==> config.mk <==
export PLATFORM = sky130hd
export DESIGN_NAME = stk_xfer_seq
export DESIGN_NICKNAME = d
export VERILOG_FILES = /design/src/rtl/stk_xfer_pkg.sv /design/src/rtl/stk_pick.sv /design/src/rtl/stk_sp_step.sv /design/src/rtl/stk_xfer_seq.sv
export SDC_FILE = /design/constraint.sdc
export NUM_CORES = 1
export LEC_CHECK = 0
export ABC_AREA = 1
export ABC_CLOCK_PERIOD_IN_PS = 3840
export BUFFER_PORTS_ARGS = -buffer_cell sky130_fd_sc_hd__buf_2
export CAP_MARGIN = 20
export CORE_ASPECT_RATIO = 0.5
export CORE_MARGIN = 5
export CORE_UTILIZATION = 25
export CTS_CLUSTER_DIAMETER = 50
export DETAILED_ROUTE_END_ITERATION = 8
export PLACE_DENSITY = 0.49
export SLEW_MARGIN = 10
export SYNTH_ARGS = -nofsm -noshare
export SYNTH_HDL_FRONTEND = slang
export SYNTH_SLANG_ARGS = --single-unit
==> constraint.sdc <==
create_clock -name clk_i -period 3.84 [get_ports clk_i]
set_input_delay 0.384 -clock clk_i [delete_from_list [all_inputs] [get_ports clk_i]]
set_output_delay 0.384 -clock clk_i [all_outputs]
set_load 0.02 [all_outputs]
==> src/rtl/stk_xfer_pkg.sv <==
package stk_xfer_pkg;
  typedef enum logic [1:0] {
    ST_IDLE = 2'd0,
    ST_XFER = 2'd1,
    ST_WRAP = 2'd2
  } stk_state_e;
endpackage

==> src/rtl/stk_pick.sv <==
// Picks the next slot from a pending mask: highest index or lowest index first.
module stk_pick #(
  parameter int N = 16,
  localparam int W = $clog2(N)
) (
  input  logic [N-1:0] mask_i,
  input  logic         hi_first_i,
  output logic [W-1:0] idx_o,
  output logic         any_o
);
  always_comb begin
    idx_o = '0;
    any_o = |mask_i;
    if (hi_first_i) begin
      for (int i = 0; i < N; i++)
        if (mask_i[i]) idx_o = W'(i);
    end else begin
      for (int i = N - 1; i >= 0; i--)
        if (mask_i[i]) idx_o = W'(i);
    end
  end
endmodule

==> src/rtl/stk_sp_step.sv <==
module stk_sp_step #(
  parameter int DW   = 32,
  parameter int STEP = 4
) (
  input  logic [DW-1:0] sp_i,
  input  logic          up_i,
  output logic [DW-1:0] nxt_o
);
  always_comb nxt_o = up_i ? sp_i + DW'(STEP) : sp_i - DW'(STEP);
endmodule

==> src/rtl/stk_xfer_seq.sv <==
module stk_xfer_seq
  import stk_xfer_pkg::*;
#(
  parameter int DW     = 32,
  parameter int LIST_W = 8,
  parameter int NSLOT  = 16,
  parameter int LR_IDX = 14,
  parameter int PC_IDX = 15,
  parameter int WBYTES = 4,
  localparam int AW    = $clog2(NSLOT)
) (
  input  logic              clk_i,
  input  logic              rst_ni,
  input  logic              start_i,
  input  logic              pop_i,
  input  logic              extra_i,
  input  logic [LIST_W-1:0] rlist_i,
  input  logic [DW-1:0]     sp_i,
  output logic [AW-1:0]     rf_raddr_o,
  input  logic [DW-1:0]     rf_rdata_i,
  output logic              rf_we_o,
  output logic [AW-1:0]     rf_waddr_o,
  output logic [DW-1:0]     rf_wdata_o,
  output logic              mem_req_o,
  output logic              mem_we_o,
  output logic [DW-1:0]     mem_addr_o,
  output logic [DW-1:0]     mem_wdata_o,
  input  logic [DW-1:0]     mem_rdata_i,
  output logic              mem_seq_o,
  output logic [DW-1:0]     sp_o,
  output logic              done_o,
  output logic              flush_o
);
  stk_state_e       state_q;
  logic [NSLOT-1:0] pend_q, init_mask, pend_nxt;
  logic [DW-1:0]    sp_q, sp_nxt;
  logic             pop_q, first_q, flush_q;
  logic [AW-1:0]    cur_idx;
  logic             cur_any, in_xfer, cur_is_pc;

  // Push takes the highest pending slot (LR, then 7..0); pop the lowest (0..7, then PC).
  stk_pick #(.N(NSLOT)) u_pick (
    .mask_i    (pend_q),
    .hi_first_i(~pop_q),
    .idx_o     (cur_idx),
    .any_o     (cur_any)
  );

  stk_sp_step #(.DW(DW), .STEP(WBYTES)) u_step (
    .sp_i (sp_q),
    .up_i (pop_q),
    .nxt_o(sp_nxt)
  );

  always_comb begin
    init_mask = '0;
    init_mask[LIST_W-1:0] = rlist_i;
    if (extra_i) init_mask[pop_i ? PC_IDX : LR_IDX] = 1'b1;
  end

  always_comb pend_nxt = pend_q & ~(NSLOT'(1) << cur_idx);

  assign in_xfer   = (state_q == ST_XFER) && cur_any;
  assign cur_is_pc = (cur_idx == AW'(PC_IDX));

  always_ff @(posedge clk_i or negedge rst_ni) begin
    if (!rst_ni) begin
      state_q <= ST_IDLE;
      pend_q  <= '0;
      sp_q    <= '0;
      pop_q   <= 1'b0;
      first_q <= 1'b1;
      flush_q <= 1'b0;
    end else begin
      unique case (state_q)
        ST_IDLE: if (start_i) begin
          pend_q  <= init_mask;
          sp_q    <= sp_i;
          pop_q   <= pop_i;
          first_q <= 1'b1;
          flush_q <= 1'b0;
          state_q <= (init_mask == '0) ? ST_WRAP : ST_XFER;
        end
        ST_XFER: begin
          pend_q  <= pend_nxt;
          sp_q    <= sp_nxt;
          first_q <= 1'b0;
          if (pop_q && cur_is_pc) flush_q <= 1'b1;
          if (pend_nxt == '0) state_q <= ST_WRAP;
        end
        ST_WRAP: state_q <= ST_IDLE;
        default: state_q <= ST_IDLE;
      endcase
    end
  end

  always_comb begin
    mem_req_o   = in_xfer;
    mem_we_o    = in_xfer && !pop_q;
    mem_addr_o  = pop_q ? sp_q : sp_nxt;
    mem_wdata_o = rf_rdata_i;
    mem_seq_o   = in_xfer && !first_q;
    rf_raddr_o  = cur_idx;
    rf_we_o     = in_xfer && pop_q;
    rf_waddr_o  = cur_idx;
    rf_wdata_o  = cur_is_pc ? {mem_rdata_i[DW-1:1], 1'b0} : mem_rdata_i;
    done_o      = (state_q == ST_WRAP);
    flush_o     = done_o && flush_q;
    sp_o        = sp_q;
  end
endmodule

==> out/results.ini <==
[timing]
hold_viol=0
rsz0062_at_grt=no
slew_headroom_pct=46.9
whs_ns=0.287
setup-tns-final_ns=0
min_period_ns=3.51
worst_slew_pin_slew_ns=0.796
fmax_mhz=285
finalCritPeriodShare_pct=91.4
slew_viol_final=0
setup_viol=0
skew_ns=0.00435

[setup_path]
timing.critical_path.cells=inv_4, buf_6, ha_1, a21oi_1, inv_1, a31oi_1, a21boi_2, o21ai_2, nand2_1, nor2_1, nor2_1, o21ai_2, nand2_1, nand2_1, xor2_1, nand2_1, nand2_1, buf_2
crit_top_cell=nand2_1
critPathSlowestCell=dfrtp_1
critPathArrivalTime_ns=3.13
r2r-end=sp_o[29]
reg2reg_depth=17
path_delay_family=compound AO/OA/AOI/OAI gates
reg2reg_from=pop_q
critPathRequiredTime_ns=3.46
cp_num_buf_inv=4
critPathMaxFanout=15
worstSetupPathType=reg2out
worstSetupStartpointType=flip-flop
critPathMaxStageDelay_ns=0.41
end_kind=output port
rrSetupSlack_ns=1.05

[min_path]
min_path_type=in2reg
min_path_cells=3
hold_end=sp_o[1]
hold_start=sp_i[1]

[global_routing]
grt_max_degree=47
grt_pass1_wl_mm=25.8
antenna_found_initial=0
grt_pass1_vias=5050
groute.usage.overall_pct=13.3
overflow=0

[clock_tree]
cts_max_level=2
clkSlewWorstSetupHoldPaths_ns=0.08
cts_setup_buffers=0
worstSkewPairLatency_ns=0.29
cts.sinks=53
clock-root-buffer=clkbuf_16
clk_path_buf_depth=2
cts_made_buffers=5
cts_tree=done

[synth]
synth_cells=747
ys_seq_elements=53
ys_seq_area_share_pct=26.1
avgSynthCellArea_um2=6.82
yosys_warnings=0
syn-num-nets=885
synth_cell_types=43
synth_edf_count=0
synth_area_um2=5090
synth_top_flop_cell=dfrtp_1
async_flop_share_pct=100

[drt]
ant_nets=0
wl_per_cell_um=14.8
drc_errors=0
wirelength_mm=15.7
vias_per_cell=4.59
via_count=4883
firstDrtPassIters=4
drt_iter0_drc=316

[floorplan]
core_area_um2=19700
die_x_um=212
num_io_pins=251
row_count=36
die_y_um=111
start_util_pct=25.8
dieArea_um2=23500

[flow_run]
drv_cap=0

[final_layout]
area_delta_synth_final_pct=12.3
nFillCells=2206
seqCellArea_um2=1330
layout.nets=935
n_antenna_cell=0
post-route-util_pct=29.0
multi_input_area_um2=2910
drive_above_1_share_pct=21.7

[placed_design]
finalWeightedCongestion=0.802
place_hpwl_mm=12.3
numPortBuffers=124

[status]
outcome=completed

[cell usage after synthesis (9+ instances only)]
library cell	instances	area, µm²
o21ai_0	31	155
o221ai_1	9	78.8
o211ai_1	20	150
o22ai_1	13	81.3
buf_4	69	518
ha_1	28	350
nand2_1	227	852
dfrtp_1	52	1300
nand3_1	25	125
xnor2_1	12	105
inv_1	64	240
xor2_1	16	140
nor2_1	51	191
clkbuf_1	14	52.6
a21oi_1	36	180
[tightest hold or removal path, delay by kind of cell]
family	cells	cell delay (ns)
simple gates	2	0.09
buf+inv	1	0.08
[flip-flops by register name, indices dropped and copies added, names as in the netlist]
register  cells
sp_o         32
pop_q         1
pend_q       16
flush_q       1
state_q       2
first_q       1
[what timing repair did]
item | CTS | global route
endpoints found under the hold margin | 0 | 8
resized for setup | 0 | 4
hold buffers | 0 | 1
setup endpoints to repair | 0 | 6
[layout make-up]
class,instances,share of cell area [%]
timing repair buffer,134,12.6
clock inverter,2,0.678
sequential,53,23.2
clock buffer,6,2.25
inverter,69,4.57
tap,266,5.82
multi-input combinational,534,50.9
[placed cells by master, fill, tap and decap left out, types with 9 or more instances in the layout]
master / Yosys / routed
nand2_1: 227 / 227
buf_2: 1 / 124
inv_1: 64 / 63
dfrtp_1: 52 / 52
nor2_1: 51 / 49
a21oi_1: 36 / 36
o21ai_0: 31 / 31
ha_1: 28 / 28
nand3_1: 25 / 25
o211ai_1: 20 / 20
xor2_1: 16 / 16
o22ai_1: 13 / 13
xnor2_1: 12 / 12
o221ai_1: 9 / 9
[metrics by stage]
stage | std cells | setup WS, ns | cell area [µm²]
2_1_floorplan | 747 | 0.00640 | 5090
3_3_place_gp | 1054 | 0.550 | 5510
3_5_place_dp | 1054 | 0.497 | 5510
4_1_cts | 1062 | 0.156 | 5680
5_1_grt | 1064 | 0.0436 | 5720
6_report | 1064 | 0.329 | 5720
[logic make-up after synthesis]
kind of cell | after synthesis | share of synthesized area (%)
XOR/XNOR | 28 | 4.82
buffers and inverters | 160 | 16.9
AO/OA/AOI/OAI | 146 | 18.0
flip-flops | 53 | 26.1
adder cells (fa/ha/maj) | 29 | 7.27
AND/OR/NAND/NOR | 331 | 26.9
[how the worst max path moves through the flow]
stage	start	to	slack, ns	cells past startpoint
2_1_floorplan	pop_q	mem_addr_o[28]	0.006	19
3_3_place_gp	pop_q	mem_addr_o[28]	0.55	17
3_5_place_dp	pop_q	mem_addr_o[28]	0.50	17
4_1_cts	pop_q	mem_addr_o[28]	0.16	17
5_1_grt	pop_q	mem_addr_o[29]	0.04	18
6_report	pop_q	mem_addr_o[29]	0.33	18
[routing by layer]
layer  vias up  share of wire, %  GRT usage (%)  wire [µm]
li1       2514                 -              -          -
met1      2256                47           17.0       7310
met2        99                50           23.7       7790
met3        14               3.2           2.12        497
met4         0              0.74           2.53        117
met5         -                 0              0          0
Power is not shown: default switching activity piles up to over one toggle a cycle in this logic, so the estimate is an artifact.
